<file path="config.mk">
export PLATFORM = sky130hd
export DESIGN_NAME = chan_status_responder
export DESIGN_NICKNAME = d
export VERILOG_FILES = /design/src/rtl/csr_pkg.sv /design/src/rtl/csr_sync.sv /design/src/rtl/csr_cmd_parser.sv /design/src/rtl/csr_word_mux.sv /design/src/rtl/csr_burst_tx.sv /design/src/rtl/chan_status_responder.sv
export SDC_FILE = /design/constraint.sdc
export NUM_CORES = 1
export LEC_CHECK = 0
export ABC_AREA = 0
export BUFFER_PORTS_ARGS = -buffer_cell sky130_fd_sc_hd__buf_2
export CORE_AREA = 3 3 181 183
export DETAILED_ROUTE_END_ITERATION = 10
export DIE_AREA = 0 0 184 186
export GPL_TIMING_DRIVEN = 0
export PLACE_DENSITY_LB_ADDON = 0.08
export SLEW_MARGIN = 20
export SYNTH_ARGS = -nofsm -noshare
export SYNTH_HDL_FRONTEND = slang
export SYNTH_SLANG_ARGS = --single-unit
</file>
<file path="constraint.sdc">
create_clock -name clk -period 2.05 [get_ports clk]
set_clock_uncertainty 0.2 [all_clocks]
set_input_delay 0.3075 -clock clk [delete_from_list [all_inputs] [get_ports clk]]
set_output_delay 0.3075 -clock clk [all_outputs]
set_load 0.02 [all_outputs]
</file>
<file path="src/rtl/csr_pkg.sv">
package csr_pkg;

  typedef enum logic [1:0] {
    TX_IDLE  = 2'd0,
    TX_SEND  = 2'd1,
    TX_DRAIN = 2'd2
  } tx_state_t;

  // Position in the outgoing byte sequence -> byte lane of the 64-bit word
  // (lane 0 = bits 7:0). Sequence of lanes: 2,3,0,1,6,7,4,5.
  function automatic logic [2:0] lane_of(input logic [2:0] pos);
    return pos ^ 3'b010;
  endfunction

endpackage

</file>
<file path="src/rtl/csr_sync.sv">
module csr_sync #(
  parameter int W = 34
) (
  input  logic         clk,
  input  logic         rst,
  input  logic [W-1:0] d,
  output logic [W-1:0] q
);
  logic [W-1:0] meta_q;

  always_ff @(posedge clk) begin
    if (rst) begin
      meta_q <= '0;
      q      <= '0;
    end else begin
      meta_q <= d;
      q      <= meta_q;
    end
  end
endmodule

</file>
<file path="src/rtl/csr_cmd_parser.sv">
module csr_cmd_parser #(
  parameter logic [15:0] CMD_ID = 16'h0008,
  parameter int          LEN_W  = 32
) (
  input  logic             clk,
  input  logic             rst,
  input  logic [7:0]       in_data,
  input  logic             in_valid,
  output logic             in_ready,
  input  logic             done,
  output logic             go,
  output logic [LEN_W-1:0] len
);
  logic [2:0] pos_q;
  logic [7:0] id_lo_q;
  logic       busy_q;
  logic       take;

  assign in_ready = !busy_q;
  assign take     = in_valid && in_ready;

  always_ff @(posedge clk) begin
    if (rst) begin
      pos_q   <= '0;
      id_lo_q <= '0;
      busy_q  <= 1'b0;
      go      <= 1'b0;
      len     <= '0;
    end else begin
      go <= 1'b0;
      if (done) busy_q <= 1'b0;
      if (take) begin
        case (pos_q)
          3'd0: begin
            id_lo_q <= in_data;
            pos_q   <= 3'd1;
          end
          3'd1: pos_q <= ({in_data, id_lo_q} == CMD_ID) ? 3'd2 : 3'd0;
          3'd2: begin len[23:16] <= in_data; pos_q <= 3'd3; end
          3'd3: begin len[31:24] <= in_data; pos_q <= 3'd4; end
          3'd4: begin len[7:0]   <= in_data; pos_q <= 3'd5; end
          default: begin
            len[15:8] <= in_data;
            pos_q     <= 3'd0;
            busy_q    <= 1'b1;
            go        <= 1'b1;
          end
        endcase
      end
    end
  end
endmodule

</file>
<file path="src/rtl/csr_word_mux.sv">
module csr_word_mux #(
  parameter int NUM_CH     = 34,
  parameter int CAP_W      = 32,
  parameter int IDX_W      = 4,
  parameter int MASK_SLOT  = 0,
  parameter int CAP_SLOT   = 5,
  parameter int STATE_SLOT = 8,
  parameter int COPY_SLOT  = 9
) (
  input  logic [IDX_W-1:0]  idx,
  input  logic [NUM_CH-1:0] mask,
  input  logic [CAP_W-1:0]  cap,
  input  logic [NUM_CH-1:0] levels,
  output logic [63:0]       word
);
  always_comb begin
    word = '0;
    if (idx == IDX_W'(MASK_SLOT)) begin
      word[NUM_CH-1:0] = mask;
    end else if (idx == IDX_W'(CAP_SLOT)) begin
      word[CAP_W-1:0] = cap;
    end else if (idx == IDX_W'(STATE_SLOT) || idx == IDX_W'(COPY_SLOT)) begin
      word[NUM_CH-1:0] = levels;
    end
  end
endmodule

</file>
<file path="src/rtl/csr_burst_tx.sv">
module csr_burst_tx
  import csr_pkg::*;
#(
  parameter int MAX_WORDS = 10,
  parameter int LEN_W     = 32,
  parameter int CNT_W     = 4
) (
  input  logic             clk,
  input  logic             rst,
  input  logic             go,
  input  logic [LEN_W-1:0] len,
  output logic [CNT_W-1:0] widx,
  input  logic [63:0]      word,
  output logic [7:0]       rsp_data,
  output logic             rsp_valid,
  input  logic             rsp_ready,
  output logic             done
);
  tx_state_t        state_q;
  logic [2:0]       bpos_q;
  logic [CNT_W-1:0] nw_q;
  logic [CNT_W-1:0] clip;
  logic [2:0]       lane;
  logic             slot_free;

  assign clip      = (len > LEN_W'(MAX_WORDS)) ? CNT_W'(MAX_WORDS) : len[CNT_W-1:0];
  assign lane      = lane_of(bpos_q);
  assign slot_free = !rsp_valid || rsp_ready;

  always_ff @(posedge clk) begin
    if (rst) begin
      state_q   <= TX_IDLE;
      bpos_q    <= '0;
      widx      <= '0;
      nw_q      <= '0;
      rsp_data  <= '0;
      rsp_valid <= 1'b0;
      done      <= 1'b0;
    end else begin
      done <= 1'b0;
      if (rsp_valid && rsp_ready) rsp_valid <= 1'b0;
      case (state_q)
        TX_IDLE: begin
          if (go) begin
            widx   <= '0;
            bpos_q <= '0;
            nw_q   <= clip;
            if (clip == '0) done <= 1'b1;
            else            state_q <= TX_SEND;
          end
        end
        TX_SEND: begin
          if (slot_free) begin
            rsp_data  <= word[{lane, 3'b000} +: 8];
            rsp_valid <= 1'b1;
            bpos_q    <= bpos_q + 3'd1;
            if (bpos_q == 3'd7) begin
              widx <= widx + CNT_W'(1);
              if (widx == nw_q - CNT_W'(1)) state_q <= TX_DRAIN;
            end
          end
        end
        default: begin
          if (rsp_valid && rsp_ready) begin
            done    <= 1'b1;
            state_q <= TX_IDLE;
          end
        end
      endcase
    end
  end
endmodule

</file>
<file path="src/rtl/chan_status_responder.sv">
module chan_status_responder #(
  parameter int          NUM_CH    = 34,
  parameter int          CAP_W     = 32,
  parameter int          MAX_WORDS = 10,
  parameter logic [15:0] CMD_ID    = 16'h0008
) (
  input  logic              clk,
  input  logic              rst,
  input  logic [7:0]        cmd_data,
  input  logic              cmd_valid,
  output logic              cmd_ready,
  input  logic [NUM_CH-1:0] ch_in,
  input  logic [NUM_CH-1:0] en_mask,
  input  logic [CAP_W-1:0]  cap_size,
  output logic [7:0]        rsp_data,
  output logic              rsp_valid,
  input  logic              rsp_ready
);
  localparam int LEN_W = 32;
  localparam int CNT_W = $clog2(MAX_WORDS + 1);

  logic [NUM_CH-1:0] ch_sync;
  logic [NUM_CH-1:0] snap_q;
  logic [NUM_CH-1:0] mask_q;
  logic [CAP_W-1:0]  cap_q;
  logic              burst_go;
  logic              burst_done;
  logic [LEN_W-1:0]  burst_len;
  logic [CNT_W-1:0]  widx;
  logic [63:0]       cur_word;

  csr_sync #(.W(NUM_CH)) u_sync (
    .clk(clk), .rst(rst), .d(ch_in), .q(ch_sync)
  );

  csr_cmd_parser #(.CMD_ID(CMD_ID), .LEN_W(LEN_W)) u_parse (
    .clk(clk), .rst(rst),
    .in_data(cmd_data), .in_valid(cmd_valid), .in_ready(cmd_ready),
    .done(burst_done), .go(burst_go), .len(burst_len)
  );

  always_ff @(posedge clk) begin
    if (rst) begin
      snap_q <= '0;
      mask_q <= '0;
      cap_q  <= '0;
    end else if (burst_go) begin
      snap_q <= ch_sync;
      mask_q <= en_mask;
      cap_q  <= cap_size;
    end
  end

  csr_word_mux #(.NUM_CH(NUM_CH), .CAP_W(CAP_W), .IDX_W(CNT_W)) u_mux (
    .idx(widx), .mask(mask_q), .cap(cap_q), .levels(snap_q), .word(cur_word)
  );

  csr_burst_tx #(.MAX_WORDS(MAX_WORDS), .LEN_W(LEN_W), .CNT_W(CNT_W)) u_tx (
    .clk(clk), .rst(rst), .go(burst_go), .len(burst_len),
    .widx(widx), .word(cur_word),
    .rsp_data(rsp_data), .rsp_valid(rsp_valid), .rsp_ready(rsp_ready),
    .done(burst_done)
  );
endmodule

</file>
==> results.toml <==
[logic_synthesis]
synthArstFlopShare = 0
synth.distinct_cells = 63
synth.avg_cell_area_um2 = 10.37
synth_edf_count = 0
synth-seq-area-share = 0.5218
synth-seq-cells = 236
synth_warnings = 0
netlist_area_mm2 = 0.009054
synthFlopType = "dfxtp_1"
syn_nets = 991
syn_inst = 873

[timing]
final.period_utilization = 0.9768
period_minus_slack_ns = 2.003
fmax_mhz = 499.4
max-slew-margin-rel = 0.4653
slew_viol_final = 0
grt_setup_unrepaired = "yes"
hold_violations = 0
tightestPinTransition_ns = 0.8021
setup-violations-final = 0

[finish]
fill_cells = 3169
regArea_mm2 = 0.004732
fin_area_mm2 = 0.01235
area_growth_syn_to_layout_pct = 36.46
antenna_cells = 0
multi_input_area_mm2 = 0.004124
layoutNonFillerInstCount = 1559
post-route-util = 0.3935
layout_common_cells = "dfxtp_1 (234), nor2_1 (143), buf_2 (137)"
final_common_cell = "dfxtp_1"
drive_gt1_frac = 0.2109
layout.nets = 1255

[detailed_routing]
ant_nets = 0
wl_met2_um = 12850
routed_wl_um = 27000
vias = 6971
avgViaCountPerCell = 4.471
wl_met1_um = 12960
drt_iter0_markers = 292
wl_per_cell_um = 17.32
met3_length_um = 726
dr.max_layer_used = "met4"
drcViolationCount = 0
drt_first_pass_iters = 4

[status]
status = "completed"

[clock_tree]
clk_pin_slew_ns = 0.06
htreeDepth = 1
cts_tree = "yes"
clk_latency_ns = 0.54
clkSinkCount = 236
cts_buffers = 27
cts_buffer_depth = 3
cts_root_buffer = "clkbuf_16"

[floorplanning]
io-pin-count = 122
start_util = 0.2884
core-area_mm2 = 0.03139
rows = 65
die_h_um = 186
die_w_um = 184
dieArea_mm2 = 0.03422

[global_routing]
grtUsageTotal = 0.1575
antenna_found_initial = 0
grt_overflow = 0
grt_pass1_vias = 6977
grt_max_degree = 15
grt_pass1_wl_um = 41430

[power]
power_density_mw_per_mm2 = 813.2
total_power_mw = 10.05
ir_drop_mv = 0.7661
p_leak_nw = 4.723

[setup_path]
cp-end-kind = "register"
cp-endpoint = "u_tx.rsp_data[3]$_SDFFE_PP0P_"
reg2regPathDepth = 7
reg2reg_to = "u_tx.rsp_data[3]$_SDFFE_PP0P_"
r2r_start = "u_tx.widx[1]$_SDFFE_PP0P_"
cp_max_fo = 6
worstPathRequired_ns = 2.24
crit_start = "u_tx.widx[1]$_SDFFE_PP0P_"
worstSetupPathType = "reg2reg"
arrival_ns = 2.19
r2r_slack_ns = 0.05
cp-start-kind = "register"

[job]
maxCapViolations = 0

[worst_hold_path]
hold_path.class = "in2reg"
hp-start = "cmd_valid"

[place]
dp_cells = 1396
numPortBuffers = 121
place_area_mm2 = 0.01016
gp_congestion = 0.7904
dp_hpwl_um = 19290
-- cells by family after synthesis --
family,share of synthesized area
simple gates,0.1744
flops,0.5218
mux,0.1873
compound gates,0.06330
buf+inv,0.03718
xor+xnor,0.007739
fa+ha+maj,0.008292
-- per-stage QoR --
stage          setup WS, ns  TNS (ns)  hold WS, ns
4_1_cts             0.01272         0      0.06136
2_1_floorplan       0.09467         0       0.2138
5_1_grt            -0.02484  -0.09902      0.09793
3_3_place_gp        -0.4713    -30.68       0.2196
3_5_place_dp        -0.4737    -30.30       0.2253
6_report            0.04749         0      0.07730
-- critical path: stages (launching register included) --
cell and delay (ns):
dfxtp_4 0.37, inv_4 0.07, ha_4 0.16, nand3b_1 0.18
buf_6 0.20, mux4_2 0.34, mux2i_2 0.23, o22ai_1 0.09
-- state kept, by name (all words and copies together), names as in the netlist --
signal	count
cap_q	32
mask_q	34
snap_q	34
u_parse.busy_q	1
u_parse.go	1
u_parse.id_lo_q	8
u_parse.len	32
u_parse.pos_q	3
u_sync.meta_q	34
u_sync.q	34
u_tx.bpos_q	3
u_tx.done	1
u_tx.nw_q	4
u_tx.rsp_data	8
u_tx.rsp_valid	1
u_tx.state_q	2
u_tx.widx	4
-- synth_stat cells (all sizes together) (4+ instances only) --
| master | instances | share of area |
|---|---|---|
| o21ai | 10 | 0.0055 |
| inv | 12 | 0.0050 |
| nor2b | 69 | 0.048 |
| nor2 | 146 | 0.061 |
| o22ai | 5 | 0.0035 |
| nand3 | 25 | 0.014 |
| ha | 6 | 0.0083 |
| nor4 | 9 | 0.0062 |
| nand4 | 4 | 0.0035 |
| a22oi | 9 | 0.0075 |
| mux4 | 17 | 0.042 |
| nor3 | 12 | 0.0084 |
| nand3b | 6 | 0.0050 |
| xnor2 | 6 | 0.0058 |
| dfxtp | 236 | 0.52 |
| a21oi | 33 | 0.018 |
| buf | 30 | 0.021 |
| clkbuf | 27 | 0.011 |
| nand2b | 4 | 0.0028 |
| nand2 | 30 | 0.013 |
| mux2i | 130 | 0.14 |
-- repair_timing --
action / in CTS / in global routing
resized for setup: 26 / 20
gates cloned: 1 / 0
endpoints found under the setup margin: 14 / 14
buffers inserted: 2 / 1
pin swaps: 3 / 8
endpoints found under the hold margin: 143 / 0
hold buffers: 110 / 0
-- report_power, final --
group          switching [mW]  leakage [nW]  internal, mW
sequential             0.0224          1.92          4.66
combinational           0.230          2.36         0.272
clock                    1.90         0.441          2.96
total                    2.15          4.72          7.89
-- routing by layer --
layer  vias to the layer above  track usage
met4                         0      0.03689
met3                        29      0.02150
met1                      3270       0.2148
met2                       118       0.2661
met5                         -            0
li1                       3554            -
-- final cells by class --
| type | instances | share of cell area |
|---|---|---|
| sequential | 236 | 0.3830 |
| multi-input combinational | 568 | 0.3338 |
| timing repair buffer | 235 | 0.1406 |
| clock buffer | 41 | 0.06218 |
| tap | 402 | 0.04071 |
| buffer | 57 | 0.02532 |
| clock inverter | 8 | 0.01053 |
| inverter | 12 | 0.003849 |
-- worst min-delay path by stage --
stage	cells past startpoint	slack, ns	to
3_3_place_gp	1	0.22	u_sync.q[20]$_SDFF_PP0_
3_5_place_dp	1	0.23	u_sync.q[20]$_SDFF_PP0_
4_1_cts	5	0.06	u_parse.pos_q[1]$_SDFFE_PP0P_
5_1_grt	5	0.1	u_parse.pos_q[1]$_SDFFE_PP0P_
2_1_floorplan	1	0.21	u_sync.q[0]$_SDFF_PP0_
6_report	5	0.08	u_parse.pos_q[1]$_SDFFE_PP0P_
Power figures use the tool's default switching activity.
